===== src/rtl/tmr_rtr_pkg.sv =====
package tmr_rtr_pkg;
  localparam int WIN_BYTES = 32;
  localparam int WIN_LSB   = 5;
  localparam int OFF_W     = 3;
  localparam int WORD_W    = 32;
  localparam int BE_W      = 4;

  typedef enum logic [1:0] {
    DEC_OK   = 2'd0,
    DEC_SIZE = 2'd1,
    DEC_CORE = 2'd2,
    DEC_WIN  = 2'd3
  } dec_kind_e;
endpackage


===== src/rtl/tmr_rtr_decode.sv =====
module tmr_rtr_decode
  import tmr_rtr_pkg::*;
#(
  parameter int NUM_CORES = 4,
  parameter int MAX_CORES = 8,
  parameter int ADDR_W    = 12,
  localparam int CID_W    = (MAX_CORES > 1) ? $clog2(MAX_CORES) : 1,
  localparam int WIN_W    = ADDR_W - WIN_LSB
) (
  input  logic [ADDR_W-1:0] addr,
  input  logic [BE_W-1:0]   be,
  input  logic [CID_W-1:0]  core,
  output dec_kind_e         kind,
  output logic [CID_W-1:0]  tgt,
  output logic [OFF_W-1:0]  off
);
  logic [WIN_W-1:0] win;
  logic             core_ok;
  logic             win_ok;
  logic [CID_W-1:0] fixed_tgt;

  assign win     = addr[ADDR_W-1:WIN_LSB];
  assign off     = addr[WIN_LSB-1:2];
  assign core_ok = ({1'b0, core} < (CID_W+1)'(NUM_CORES));

  always_comb begin
    win_ok    = 1'b0;
    fixed_tgt = '0;
    for (int k = 0; k < NUM_CORES; k++) begin
      if (win == WIN_W'(k + 1)) begin
        win_ok    = 1'b1;
        fixed_tgt = CID_W'(k);
      end
    end
  end

  always_comb begin
    tgt  = '0;
    kind = DEC_OK;
    if (be != {BE_W{1'b1}} || addr[1:0] != 2'b00) begin
      kind = DEC_SIZE;
    end else if (win == '0) begin
      if (core_ok) tgt = core;
      else         kind = DEC_CORE;
    end else if (win_ok) begin
      tgt = fixed_tgt;
    end else begin
      kind = DEC_WIN;
    end
  end
endmodule


===== src/rtl/tmr_rtr_rsp.sv =====
module tmr_rtr_rsp
  import tmr_rtr_pkg::*;
(
  input  logic              clk,
  input  logic              rst_n,
  input  logic              fire,
  input  logic              refused,
  input  logic              is_write,
  input  logic [WORD_W-1:0] rd_word,
  input  logic              rsp_ready,
  output logic              rsp_valid,
  output logic [WORD_W-1:0] rsp_rdata,
  output logic              rsp_err,
  output logic              acc_err
);
  always_ff @(posedge clk or negedge rst_n) begin
    if (!rst_n) begin
      rsp_valid <= 1'b0;
      rsp_rdata <= '0;
      rsp_err   <= 1'b0;
      acc_err   <= 1'b0;
    end else begin
      acc_err <= fire && refused;
      if (fire) begin
        rsp_valid <= 1'b1;
        rsp_err   <= refused;
        rsp_rdata <= (refused || is_write) ? '0 : rd_word;
      end else if (rsp_ready) begin
        rsp_valid <= 1'b0;
      end
    end
  end

  AST_ERR_DATA_ZERO: assert property (@(posedge clk) disable iff (!rst_n)
    rsp_valid && rsp_err |-> rsp_rdata == '0);

  AST_RSP_HOLD: assert property (@(posedge clk) disable iff (!rst_n)
    rsp_valid && !rsp_ready |=> rsp_valid && $stable(rsp_rdata) && $stable(rsp_err));

  AST_ERR_PULSE: assert property (@(posedge clk) disable iff (!rst_n)
    acc_err |-> $past(fire));
endmodule


===== src/rtl/tmr_rtr_irq.sv =====
module tmr_rtr_irq #(
  parameter int NUM_CORES = 4
) (
  input  logic                 clk,
  input  logic                 rst_n,
  input  logic [NUM_CORES-1:0] irq_in,
  output logic [NUM_CORES-1:0] irq_out
);
  for (genvar k = 0; k < NUM_CORES; k++) begin : g_line
    always_ff @(posedge clk or negedge rst_n) begin
      if (!rst_n) irq_out[k] <= 1'b0;
      else        irq_out[k] <= irq_in[k];
    end
  end

  AST_IRQ_FOLLOW: assert property (@(posedge clk) disable iff (!rst_n)
    !$past(!rst_n) |-> irq_out == $past(irq_in));
endmodule


===== src/rtl/tmr_bank_router.sv =====
module tmr_bank_router
  import tmr_rtr_pkg::*;
#(
  parameter int NUM_CORES = 4,
  parameter int MAX_CORES = 8,
  parameter int ADDR_W    = 12,
  localparam int CID_W    = (MAX_CORES > 1) ? $clog2(MAX_CORES) : 1
) (
  input  logic                        clk,
  input  logic                        rst_n,
  input  logic                        req_valid,
  output logic                        req_ready,
  input  logic [CID_W-1:0]            req_core,
  input  logic [ADDR_W-1:0]           req_addr,
  input  logic                        req_we,
  input  logic [BE_W-1:0]             req_be,
  input  logic [WORD_W-1:0]           req_wdata,
  output logic                        rsp_valid,
  input  logic                        rsp_ready,
  output logic [WORD_W-1:0]           rsp_rdata,
  output logic                        rsp_err,
  output logic                        acc_err,
  output logic [NUM_CORES-1:0]        tmr_sel,
  output logic                        tmr_we,
  output logic [OFF_W-1:0]            tmr_off,
  output logic [WORD_W-1:0]           tmr_wdata,
  input  logic [NUM_CORES*WORD_W-1:0] tmr_rdata,
  input  logic [NUM_CORES-1:0]        tmr_irq,
  output logic [NUM_CORES-1:0]        irq_o
);
  dec_kind_e         kind;
  logic [CID_W-1:0]  tgt;
  logic              fire;
  logic              refused;
  logic [WORD_W-1:0] rd_word;

  tmr_rtr_decode #(
    .NUM_CORES(NUM_CORES), .MAX_CORES(MAX_CORES), .ADDR_W(ADDR_W)
  ) u_dec (
    .addr(req_addr), .be(req_be), .core(req_core),
    .kind(kind), .tgt(tgt), .off(tmr_off)
  );

  assign req_ready = !rsp_valid || rsp_ready;
  assign fire      = req_valid && req_ready;
  assign refused   = (kind != DEC_OK);

  for (genvar k = 0; k < NUM_CORES; k++) begin : g_sel
    assign tmr_sel[k] = fire && !refused && (tgt == CID_W'(k));
  end

  assign tmr_we    = req_we && (|tmr_sel);
  assign tmr_wdata = req_wdata;

  always_comb begin
    rd_word = '0;
    for (int k = 0; k < NUM_CORES; k++) begin
      if (tgt == CID_W'(k)) rd_word = tmr_rdata[k*WORD_W +: WORD_W];
    end
  end

  tmr_rtr_rsp u_rsp (
    .clk(clk), .rst_n(rst_n), .fire(fire), .refused(refused),
    .is_write(req_we), .rd_word(rd_word), .rsp_ready(rsp_ready),
    .rsp_valid(rsp_valid), .rsp_rdata(rsp_rdata), .rsp_err(rsp_err),
    .acc_err(acc_err)
  );

  tmr_rtr_irq #(.NUM_CORES(NUM_CORES)) u_irq (
    .clk(clk), .rst_n(rst_n), .irq_in(tmr_irq), .irq_out(irq_o)
  );

  AST_SEL_ONEHOT: assert property (@(posedge clk) disable iff (!rst_n)
    $onehot0(tmr_sel));

  AST_SEL_ON_ACCEPT: assert property (@(posedge clk) disable iff (!rst_n)
    |tmr_sel |-> req_valid && req_ready);

  AST_STALL_BLOCKS: assert property (@(posedge clk) disable iff (!rst_n)
    rsp_valid && !rsp_ready |-> !req_ready);

  AST_ACCEPT_RESPONDS: assert property (@(posedge clk) disable iff (!rst_n)
    req_valid && req_ready |=> rsp_valid);
endmodule


===== config.mk =====
export PLATFORM = sky130hd
export DESIGN_NAME = tmr_bank_router
export DESIGN_NICKNAME = d
export VERILOG_FILES = /design/src/rtl/tmr_rtr_pkg.sv /design/src/rtl/tmr_rtr_decode.sv /design/src/rtl/tmr_rtr_rsp.sv /design/src/rtl/tmr_rtr_irq.sv /design/src/rtl/tmr_bank_router.sv
export SDC_FILE = /design/constraint.sdc
export NUM_CORES = 1
export LEC_CHECK = 0
export BUFFER_PORTS_ARGS = -buffer_cell sky130_fd_sc_hd__buf_2
export CAP_MARGIN = 10
export CORE_MARGIN = 8
export CORE_UTILIZATION = 28
export DETAILED_ROUTE_END_ITERATION = 7
export PLACE_DENSITY = 0.58
export SYNTH_ARGS = -nofsm -noshare
export SYNTH_HDL_FRONTEND = slang
export SYNTH_HIERARCHICAL = 1
export SYNTH_SLANG_ARGS = --single-unit

===== constraint.sdc =====
create_clock -name clk -period 4.9 [get_ports clk]
set_clock_uncertainty 0.2 [all_clocks]
set_input_delay 0.735 -clock clk [delete_from_list [all_inputs] [get_ports clk]]
set_output_delay 0.735 -clock clk [all_outputs]
set_load 0.01 [all_outputs]

==> summary.txt, run 1 <==
Status
  • Outcome: finished, final reports clean

Timing
  • Setup TNS: 0 ns
  • Hold slack: 0.3274 ns
  • Final worst slack: 1.363 ns
  • Worst-Margin Slew: 0.9547 ns
  • RSZ-0062 raised after global routing: no
  • Slew HR: 36.35%
  • Fin crit period: 3.537 ns
  • # setup viols final: 0
  • Final Max Tran Viols: 0
  • Final hold vios: 0
  • Fin crit share: 72.18%
  • Achievable clock frequency: 282.8 MHz

Logic synthesis
  • Synth Flop Type: dfrtp_1
  • Gate Count Post-Synth: 333
  • EDFF count, synth: 0
  • Syn_area_per_cell: 9.901 µm²
  • Cell area after synthesis: 3297 µm²
  • Async SR Flop Fraction: 100.0%
  • YS warnings: 6
  • Post-synthesis sequential area ratio: 29.60%
  • Post-Syn Nets: 521
  • Number of synthesized register bits: 39
  • Cell taking the most area after synthesis: dfrtp_1
  • Yosys top cell area share: 29.60%
  • Unique masters post-synth: 36
  • Synth top area cells: dfrtp_1, mux2i_1, o22ai_2, buf_4, o22ai_1

Critical path
  • Crit path required time: 3.96 ns
  • CP Class: input port to output pin
  • Cell repeated most along the worst path: buf_2
  • Crit path largest cell delay: 0.62 ns
  • Data arrival time of the critical path: 2.60 ns
  • Worst reg2reg setup slack: 2.71 ns
  • Worst Setup End Kind: output pin
  • Startpoint types: input port
  • Slowest-stage cell, CP: a21boi_4
  • Worst-path cell chain: buf_2, nor4_2, and4bb_2, a21boi_4, nand2b_1, nor4b_2, buf_2
  • CP Max Fanout: 18

Routing
  • Total Wirelength: 9905 µm
  • Pre-antenna DRT Iters: 4
  • Via count: 2892
  • DR WL/cell: 15.90 µm
  • Drc violations: 0
  • Antenna Nets Post-Route: 0
  • DR vias/cell: 4.642
  • DRT iter0 DRCs: 141

CTS
  • # hold bufs at CTS: 0
  • CTS Sinks: 39
  • H-tree levels: 2
  • Root Buffer: clkbuf_16
  • Clk_lat worst skew: 0.28 ns
  • Post CTS Setup Buffer Count: 0
  • Resized cells post-CTS: 0
  • Clock tree buffer depth: 2
  • CTS Buf Count: 5
  • Worst-path clk slew: 0.06 ns
  • CTS tree: done

Pwr
  • Register share of total power: 36.7%
  • Sw power: 0.1991 mW
  • Cell Pwr Density: 211.3 nW/µm²
  • Gate power share: 16.3%
  • Maximum VDD drop: 0.0001773 V
  • Int Pwr: 0.6917 mW
  • Net Sw Frac: 22.35%
  • Clk pwr share: 47.0%
  • P_leak: 1.853 nW

Floorplan
  • Initial core utilization: 28.75%
  • I/O pin total: 268
  • DIE WIDTH: 124.5 µm
  • Core Box Area: 11470 µm²
  • Die area: 15500 µm²
  • Row cnt: 39
  • Die Ht: 124.5 µm

Final layout
  • Final Cell Area: 4217 µm²
  • Share of cells above drive strength 1: 54.58%
  • Final nets: 667
  • Filler cells: 1198
  • # diodes: 0
  • Area grow syn2layout: 27.89%

Hold path
  • HP Class: flip-flop to flip-flop

Placed design
  • Post-detail-place hpwl: 7853 µm
  • Input/output buffers: 197
  • RePlAce Congestion: 0.7306
  • DP Worst Slack: 1.185 ns
  • Placed cell areas: 4028 µm²

Global route
  • GRT Util Overall: 12.50%
  • Antenna violations before repair: 0
  • Vias in the first global route: 3249
  • First-pass GRT wire length: 16190 µm
  • Largest net degree at the start of global routing: 68
  • Remaining Overflow, GRT: 0

Flow run
  • Max Cap Viol: 0
registers in the layout, indices dropped and copies added (netlist names):
name and count:
u_rsp/rsp_rdata 32, u_irq/irq_out 4, u_rsp/acc_err 1, u_rsp/rsp_valid 1, u_rsp/rsp_err 1
placed cells by master (no fill, tap or decap), types with 3 or more instances in the layout:
| cell | netlist | final |
|---|---|---|
| o22ai_1 | 23 | 23 |
| clkbuf_16 | 0 | 5 |
| nor4b_2 | 3 | 3 |
| inv_1 | 34 | 34 |
| mux2i_1 | 64 | 64 |
| o22ai_2 | 41 | 41 |
| nor2b_1 | 4 | 3 |
| nor2_1 | 3 | 3 |
| buf_4 | 42 | 4 |
| nand2_1 | 35 | 35 |
| dfrtp_1 | 39 | 39 |
| buf_2 | 4 | 197 |
synth_stat cells (4+ instances only):
| cell type | n |
|---|---|
| mux2i_1 | 64 |
| nand2_1 | 35 |
| buf_2 | 4 |
| dfrtp_1 | 39 |
| nor2b_1 | 4 |
| buf_4 | 42 |
| o22ai_1 | 23 |
| buf_6 | 10 |
| o22ai_2 | 41 |
| inv_1 | 34 |
power by group through the flow:
stage | logic, mW | clock network (mW) | registers [mW]
floorplan | 0.0980 | 0 | 0.334
global placement | 0.146 | 0 | 0.332
detailed placement | 0.149 | 0 | 0.332
CTS | 0.149 | 0.435 | 0.327
global route | 0.164 | 0.447 | 0.327
finish | 0.145 | 0.419 | 0.327
metrics by stage:
| stage | utilization (%) | power (mW) | instances |
|---|---|---|---|
| finish | 36.77 | 0.8908 | 623 |
| global route | 36.77 | 0.9379 | 623 |
| CTS | 36.77 | 0.9110 | 623 |
| detailed placement | 35.12 | 0.4813 | 615 |
| global placement | 35.12 | 0.4786 | 615 |
| floorplan | - | 0.4322 | 333 |
cell type report:
cell class	instances	area (µm²)	area share, %
Multi-Input combinational cell	198	1729	41.01
Timing Repair Buffer	201	1016	24.09
Sequential cell	39	975.9	23.15
Tap cell	143	178.9	4.243
Clock buffer	6	128.9	3.056
Inverter	34	127.6	3.027
Clock inverter	2	60.06	1.424
path summary, 6_finish.rpt:
check,start,endpoint,cells past startpoint
worst max-delay path,req_addr[8],tmr_sel[2],7
worst min-delay path,u_rsp/rsp_err,u_rsp/rsp_err,1
worst max register to register,u_rsp/rsp_valid,u_rsp/rsp_err,4
worst min register to register,u_rsp/rsp_err,u_rsp/rsp_err,1
max in group asynchronous,rst_n,u_rsp/rsp_rdata[22],1
min in group asynchronous,rst_n,u_rsp/rsp_rdata[4],1
cell families (layout without fill, tap and decap cells):
kind of cell | after synthesis | in the layout | share of synthesized area [%]
AOI/OAI and AO/OA | 71 | 71 | 21.33
buffers and inverters | 96 | 243 | 18.60
DFF | 39 | 39 | 29.60
muxes | 65 | 65 | 19.77
other | 1 | 1 | 0.1137
and+or+nand+nor | 61 | 61 | 10.59
metal layers:
layer / routed length [µm] / up-vias / global-route usage (%)
li1: - / 1422 / -
met1: 3954 / 1298 / 13.20
met2: 4830 / 146 / 21.85
met3: 795 / 26 / 4.298
met4: 325 / 0 / 5.882
met5: 0 / - / 0
critical path, delay by kind of cell:
family / cells / cell delay (ns)
AOI/OAI and AO/OA: 1 / 0.62
buffers and inverters: 2 / 0.27
and+or+nand+nor: 4 / 0.96
(Power assumes the default switching activity.)
==> run 2, diff against run 1 <==
- clock period: 4.9 -> 3.3 ns (I/O delays scaled with it)
==> run 2 against run 1 <==
  * Wire length rose by 3.9%
  * First-iteration DRC count is 52% lower
  * Worst hold slack got worse by 0.21 ns
  * Register-to-register slack got worse by 1.8 ns
  * Utilization up 0.50 points
  * Non-clock buffer count rose by 3
  * Worst setup slack worse by 0.83 ns
  * Critical path depth unchanged
  * Combinational power is 53% higher
  * Sequential power increased by 48%
  * Die area is the same
  * Critical path type unchanged
==> summary.txt, run 2 (same netlist as run 1, synthesis figures left out) <==
Pwr
  • Maximum VDD drop: 0.0001835 V (was 0.0001773 V)
  • P_leak: 1.877 nW (was 1.853 nW)
  • Cell Pwr Density: 296.8 nW/µm² (was 211.3 nW/µm²)

Floorplan
  • DIE WIDTH: 124.5 µm (unchanged)
  • Initial core utilization: 28.75% (unchanged)
  • Die Ht: 124.5 µm (unchanged)
  • Core Box Area: 11470 µm² (unchanged)
  • I/O pin total: 268 (unchanged)
  • Row cnt: 39 (unchanged)
  • Die area: 15500 µm² (unchanged)

Global route
  • GRT Util Overall: 12.70% (was 12.50%)
  • First-pass GRT wire length: 16300 µm (was 16190 µm)
  • Remaining Overflow, GRT: 0 (unchanged)
  • Antenna violations before repair: 0 (unchanged)
  • Vias in the first global route: 3175 (was 3249)
  • Largest net degree at the start of global routing: 41 (was 68)

Critical path
  • WP buf/inv: 2 (unchanged)
  • Worst Setup End Kind: output pin (unchanged)
  • Crit path largest cell delay: 0.39 ns (was 0.62 ns)
  • Worst-path cell chain: buf_2, nor4_2, and4bb_2, nand2_1, or3_4, nor4b_2, buf_2 (was buf_2, nor4_2, and4bb_2, a21boi_4, nand2b_1, nor4b_2, buf_2)
  • Slowest-stage cell, CP: or3_4 (was a21boi_4)
  • R2r endpoint: u_rsp/rsp_rdata[31] (was u_rsp/rsp_err)
  • CP Class: input port to output pin (unchanged)
  • Top cell family by delay on the critical path: simple AND/OR/NAND/NOR gates (unchanged)
  • Worst Setup SP: req_addr[8] (unchanged)
  • Data arrival time of the critical path: 2.07 ns (was 2.60 ns)
  • Cell repeated most along the worst path: buf_2 (unchanged)
  • Startpoint types: input port (unchanged)
  • FF-to-FF Start: u_rsp/rsp_valid (unchanged)
  • Crit path required time: 2.60 ns (was 3.96 ns)
  • Worst reg2reg setup slack: 0.96 ns (was 2.71 ns)
  • CP Max Fanout: 5 (was 18)
  • Reg2Reg Depth: 5 (was 4)

Final layout
  • Area of the multi-input gates: 1729 µm² (unchanged)
  • Most frequent cells in the layout: buf_2, mux2i_1, o22ai_2 (unchanged)
  • Post-Layout Cell Count: 626 (was 623)
  • Final Cell Area: 4274 µm² (was 4217 µm²)
  • Largest registers: u_rsp/rsp_rdata (32), u_irq/irq_out (4) (unchanged)
  • Final nets: 670 (was 667)
  • Most common cell after layout, fill and taps aside: buf_2 (unchanged)
  • Top reg by flops: u_rsp/rsp_rdata (unchanged)
  • Area grow syn2layout: 29.64% (was 27.89%)
  • Storage element area: 975.9 µm² (unchanged)
  • # diodes: 0 (unchanged)
  • Share of cells above drive strength 1: 55.07% (was 54.58%)
  • Filler cells: 1179 (was 1198)
  • Max reg flops: 32 (unchanged)

Status
  • Outcome: finished, final reports clean (unchanged)

Routing
  • Pre-antenna DRT Iters: 4 (unchanged)
  • Total Wirelength: 10290 µm (was 9905 µm)
  • DRT iter0 DRCs: 67 (was 141)
  • DR WL/cell: 16.44 µm (was 15.90 µm)
  • Antenna Nets Post-Route: 0 (unchanged)
  • DR vias/cell: 4.641 (was 4.642)
  • Via count: 2905 (was 2892)
  • Drc violations: 0 (unchanged)

CTS
  • # hold bufs at CTS: 0 (unchanged)
  • Clk_lat worst skew: 0.27 ns (was 0.28 ns)
  • CTS Buf Count: 5 (unchanged)
  • CTS Sinks: 39 (unchanged)
  • Root Buffer: clkbuf_16 (unchanged)
  • H-tree levels: 2 (unchanged)
  • CTS tree: done (unchanged)
  • Resized cells post-CTS: 0 (unchanged)
  • Post CTS Setup Buffer Count: 0 (unchanged)
  • Worst-path clk slew: 0.06 ns (about the same)
  • Clock tree buffer depth: 2 (unchanged)

Timing
  • Final Max Tran Viols: 0 (unchanged)
  • RSZ-0062 raised after global routing: no (unchanged)
  • Fin crit period: 2.767 ns
  • Hold slack: 0.1223 ns (was 0.3274 ns)
  • Setup TNS: 0 ns (unchanged)
  • Achievable clock frequency: 361.4 MHz
  • Fin crit share: 83.84%
  • Slew HR: 26.57% (was 36.35%)
  • # setup viols final: 0 (unchanged)
  • Worst-Margin Slew: 1.099 ns (was 0.9547 ns)
  • Final hold vios: 0 (unchanged)

Placed design
  • Input/output buffers: 197 (unchanged)
  • Placed cell areas: 4100 µm² (was 4028 µm²)
  • Post-detail-place hpwl: 8274 µm (was 7853 µm)
  • RePlAce Congestion: 0.7354 (was 0.7306)
  • Post-Place Cells: 618 (was 615)

Flow run
  • Max Cap Viol: 0 (unchanged)

Hold path
  • Hold endpoint: u_irq/irq_out[1] (was u_rsp/rsp_err)
  • WHS Path Cells: 1 (unchanged)
  • HP Class: input port to flip-flop (was flip-flop to flip-flop)
  • Worst Hold Launch: tmr_irq[1] (was u_rsp/rsp_err)
[run 2: changes by cell type in the layout (fill, tap and decap cells not counted), sizes merged]
cell    before  now
buf        201  204
bufinv       2    1
clkinv       0    1
[run 2: worst max path at each step]
stage          slack (ns)  depth (start not counted)                  end
3_5_place_dp         0.48                          9  u_rsp/rsp_rdata[15]
4_1_cts              0.52                          7           tmr_sel[1]
3_3_place_gp         0.51                          9  u_rsp/rsp_rdata[30]
5_1_grt              0.35                          7           tmr_sel[2]
2_1_floorplan        0.63                          8           tmr_sel[3]
6_report             0.53                          7           tmr_sel[1]
[run 2: layer usage]
layer / wire, µm / up-vias / track usage [%] / part of all wire (%)
met1: 4239 / 1295 / 13.89 / 41
met2: 4993 / 154 / 21.98 / 49
met3: 758 / 24 / 4.000 / 7.4
li1: - / 1432 / - / -
met4: 300 / 0 / 5.741 / 2.9
met5: 0 / - / 0 / 0
[run 2: stage by stage]
step	utilization, %	setup slack [ns]	power [mW]
finish	37.27	0.5332	1.269
global route	37.27	0.3513	1.338
CTS	37.27	0.5181	1.301
detailed placement	35.76	0.4751	0.7205
global placement	35.76	0.5117	0.7163
floorplan	-	0.6338	0.6417
[run 2: layout make-up]
class	count	area share [%]
multi-input cells	198	40.46
repair buffers	204	25.47
flip-flops and latches	39	22.83
well taps	143	4.186
clock buffers	6	3.249
inverters	34	2.986
clock inverters	2	0.8197
[run 2: where the power goes]
part           internal (mW)  switching, mW
Clock                  0.376          0.186
Sequential             0.483        0.00182
Combinational          0.114          0.108
Total                  0.973          0.296
==> run 3, diff against run 2 <==
- PLACE_DENSITY: 0.58 -> 0.6
- clock period: 3.3 -> 2.45 ns (I/O delays scaled with it)
==> run 3 against run 2 <==
  * The flow now finishes with violations (negative setup slack)
  * Global-route usage about the same
  * Total power increased by 26%
  * Largest cell class unchanged
  * Clock-buffer cell count unchanged
==> summary.txt, run 3 (same netlist as run 1, synthesis figures left out) <==
Hold path
  • HP Class: input port to async pin (was input port to flip-flop)

Global route
  • Antenna violations before repair: 0 (unchanged)
  • First-pass GRT wire length: 16450 µm (was 16300 µm)
  • Largest net degree at the start of global routing: 40 (was 41)
  • Remaining Overflow, GRT: 0 (unchanged)
  • Vias in the first global route: 3251 (was 3175)
  • GRT Util Overall: 12.69% (was 12.70%)

Final layout
  • Filler cells: 1150 (was 1179)
  • Max reg flops: 32 (unchanged)
  • Top reg by flops: u_rsp/rsp_rdata (unchanged)
  • Core Util, Final: 39.13% (was 37.27%)
  • Most common cell after layout, fill and taps aside: buf_2 (unchanged)
  • Area grow syn2layout: 36.09% (was 29.64%)
  • Final nets: 688 (was 670)
  • Post-Layout Cell Count: 644 (was 626)
  • Share of cells above drive strength 1: 55.89% (was 55.07%)
  • # diodes: 0 (unchanged)
  • Largest registers: u_rsp/rsp_rdata (32), u_irq/irq_out (4) (unchanged)
  • Most frequent cells in the layout: buf_2, mux2i_1, o22ai_2 (unchanged)

Floorplan
  • I/O pin total: 268 (unchanged)
  • Core Box Area: 11470 µm² (unchanged)
  • Die area: 15500 µm² (unchanged)
  • Row cnt: 39 (unchanged)
  • DIE WIDTH: 124.5 µm (unchanged)
  • Die Ht: 124.5 µm (unchanged)
  • Initial core utilization: 28.75% (unchanged)

Critical path
  • Startpoint types: input port (unchanged)
  • Worst Setup End Kind: output pin (unchanged)
  • CP Max Fanout: 5 (unchanged)
  • CP Class: input port to output pin (unchanged)
  • Data arrival time of the critical path: 1.95 ns (was 2.07 ns)
  • Crit path required time: 1.88 ns (was 2.60 ns)

Placed design
  • Post-detail-place hpwl: 8377 µm (was 8274 µm)
  • RePlAce Congestion: 0.7391 (was 0.7354)
  • Post-Place Cells: 628 (was 618)
  • Input/output buffers: 197 (unchanged)

Timing
  • Fin crit share: 102.8%
  • # setup viols final: 3 (was 0)
  • Fin crit period: 2.520 ns
  • Slew HR: 39.66% (was 26.57%)
  • Hold slack: 0.02548 ns (was 0.1223 ns)
  • Final worst slack: -0.06977 ns (was 0.5332 ns)
  • Setup TNS: -0.1504 ns (was 0 ns)
  • Final hold vios: 0 (unchanged)
  • Worst-Margin Slew: 0.9051 ns (was 1.099 ns)
  • Achievable clock frequency: 396.9 MHz
  • RSZ-0062 raised after global routing: yes (was no)
  • Final Max Tran Viols: 0 (unchanged)

CTS
  • H-tree levels: 2 (unchanged)
  • CTS tree: done (unchanged)
  • Root Buffer: clkbuf_16 (unchanged)
  • CTS Sinks: 39 (unchanged)
  • CTS Buf Count: 5 (unchanged)
  • Clk_lat worst skew: 0.28 ns (was 0.27 ns)
  • Worst-path clk slew: 0.06 ns (about the same)
  • Clock tree buffer depth: 2 (unchanged)

Flow run
  • Max Cap Viol: 0 (unchanged)

Status
  • Outcome: finished with violations (was finished, final reports clean)
  • Failing checks: negative setup slack

Routing
  • DR WL/cell: 15.80 µm (was 16.44 µm)
  • Via count: 2981 (was 2905)
  • Pre-antenna DRT Iters: 4 (unchanged)
  • Antenna Nets Post-Route: 0 (unchanged)
  • DRT iter0 DRCs: 55 (was 67)
  • Total Wirelength: 10170 µm (was 10290 µm)
  • DR vias/cell: 4.629 (was 4.641)
  • Drc violations: 0 (unchanged)

Pwr
  • Cell Pwr Density: 355.6 nW/µm² (was 296.8 nW/µm²)
  • P_leak: 1.986 nW (was 1.877 nW)
  • Maximum VDD drop: 0.0002550 V (was 0.0001835 V)
-- run 3: per-layer routing --
metal / vias up / global-route usage, % / wire (µm)
met4: 0 / 4.465 / 196
met3: 25 / 3.830 / 743
li1: 1466 / - / -
met1: 1356 / 13.30 / 3971
met2: 134 / 23.36 / 5263
met5: - / 0 / 0
-- run 3: path summary, 6_finish.rpt --
check / from / to / slack, ns / depth (start not counted)
max in group asynchronous: rst_n / u_rsp/rsp_rdata[19] / 1.47 / 1
max reg2reg: u_rsp/rsp_valid / u_rsp/rsp_rdata[13] / 0.82 / 6
min: rst_n / u_rsp/rsp_rdata[5] / 0.03 / 1
min in group clk: rsp_ready / u_rsp/rsp_valid / 0.16 / 3
min reg2reg: u_rsp/rsp_err / u_rsp/rsp_err / 0.30 / 1
max: req_addr[8] / tmr_sel[2] / -0.07 / 7
-- run 3: metrics by stage --
stage                     worst slack, ns  instance area, µm²  power, mW
final                            -0.06977                4487      1.595
after floorplan                   0.03880                3297     0.8644
after detailed placement          -0.2045                4225     0.9804
after global placement            -0.1662                4225     0.9741
after CTS                        -0.06935                4459      1.635
after global routing              -0.1710                4487      1.701
-- run 3: critical path: stages --
cell and delay, ns:
buf_6 0.09, nor4_4 0.27, and4bb_2 0.29, nand2_1 0.07
or3_4 0.39, nor4b_4 0.28, buf_2 0.19
-- run 3: power breakdown --
group | leakage, nW | internal (mW) | switching, mW | total, mW
clock network | 0.0669 | 0.375 | 0.245 | 0.620
logic | 1.39 | 0.172 | 0.150 | 0.322
registers | 0.526 | 0.651 | 0.00226 | 0.653
-- run 3: area by class of cell --
class	count	area (µm²)	share of cell area, %
timing repair buffer	222	1296	28.89
clock inverter	2	12.51	0.2789
sequential	39	975.9	21.75
clock buffer	6	128.9	2.872
multi-input combinational	198	1767	39.38
tap	143	178.9	3.988
inverter	34	127.6	2.844
-- run 3: what timing repair did --
item	in CTS	in global routing
setup endpoints to repair	5	5
endpoints found under the hold margin	4	0
hold buffers	4	0
gates resized for setup	4	2
setup buffers	3	1
pin swaps	6	1
gates cloned	0	0
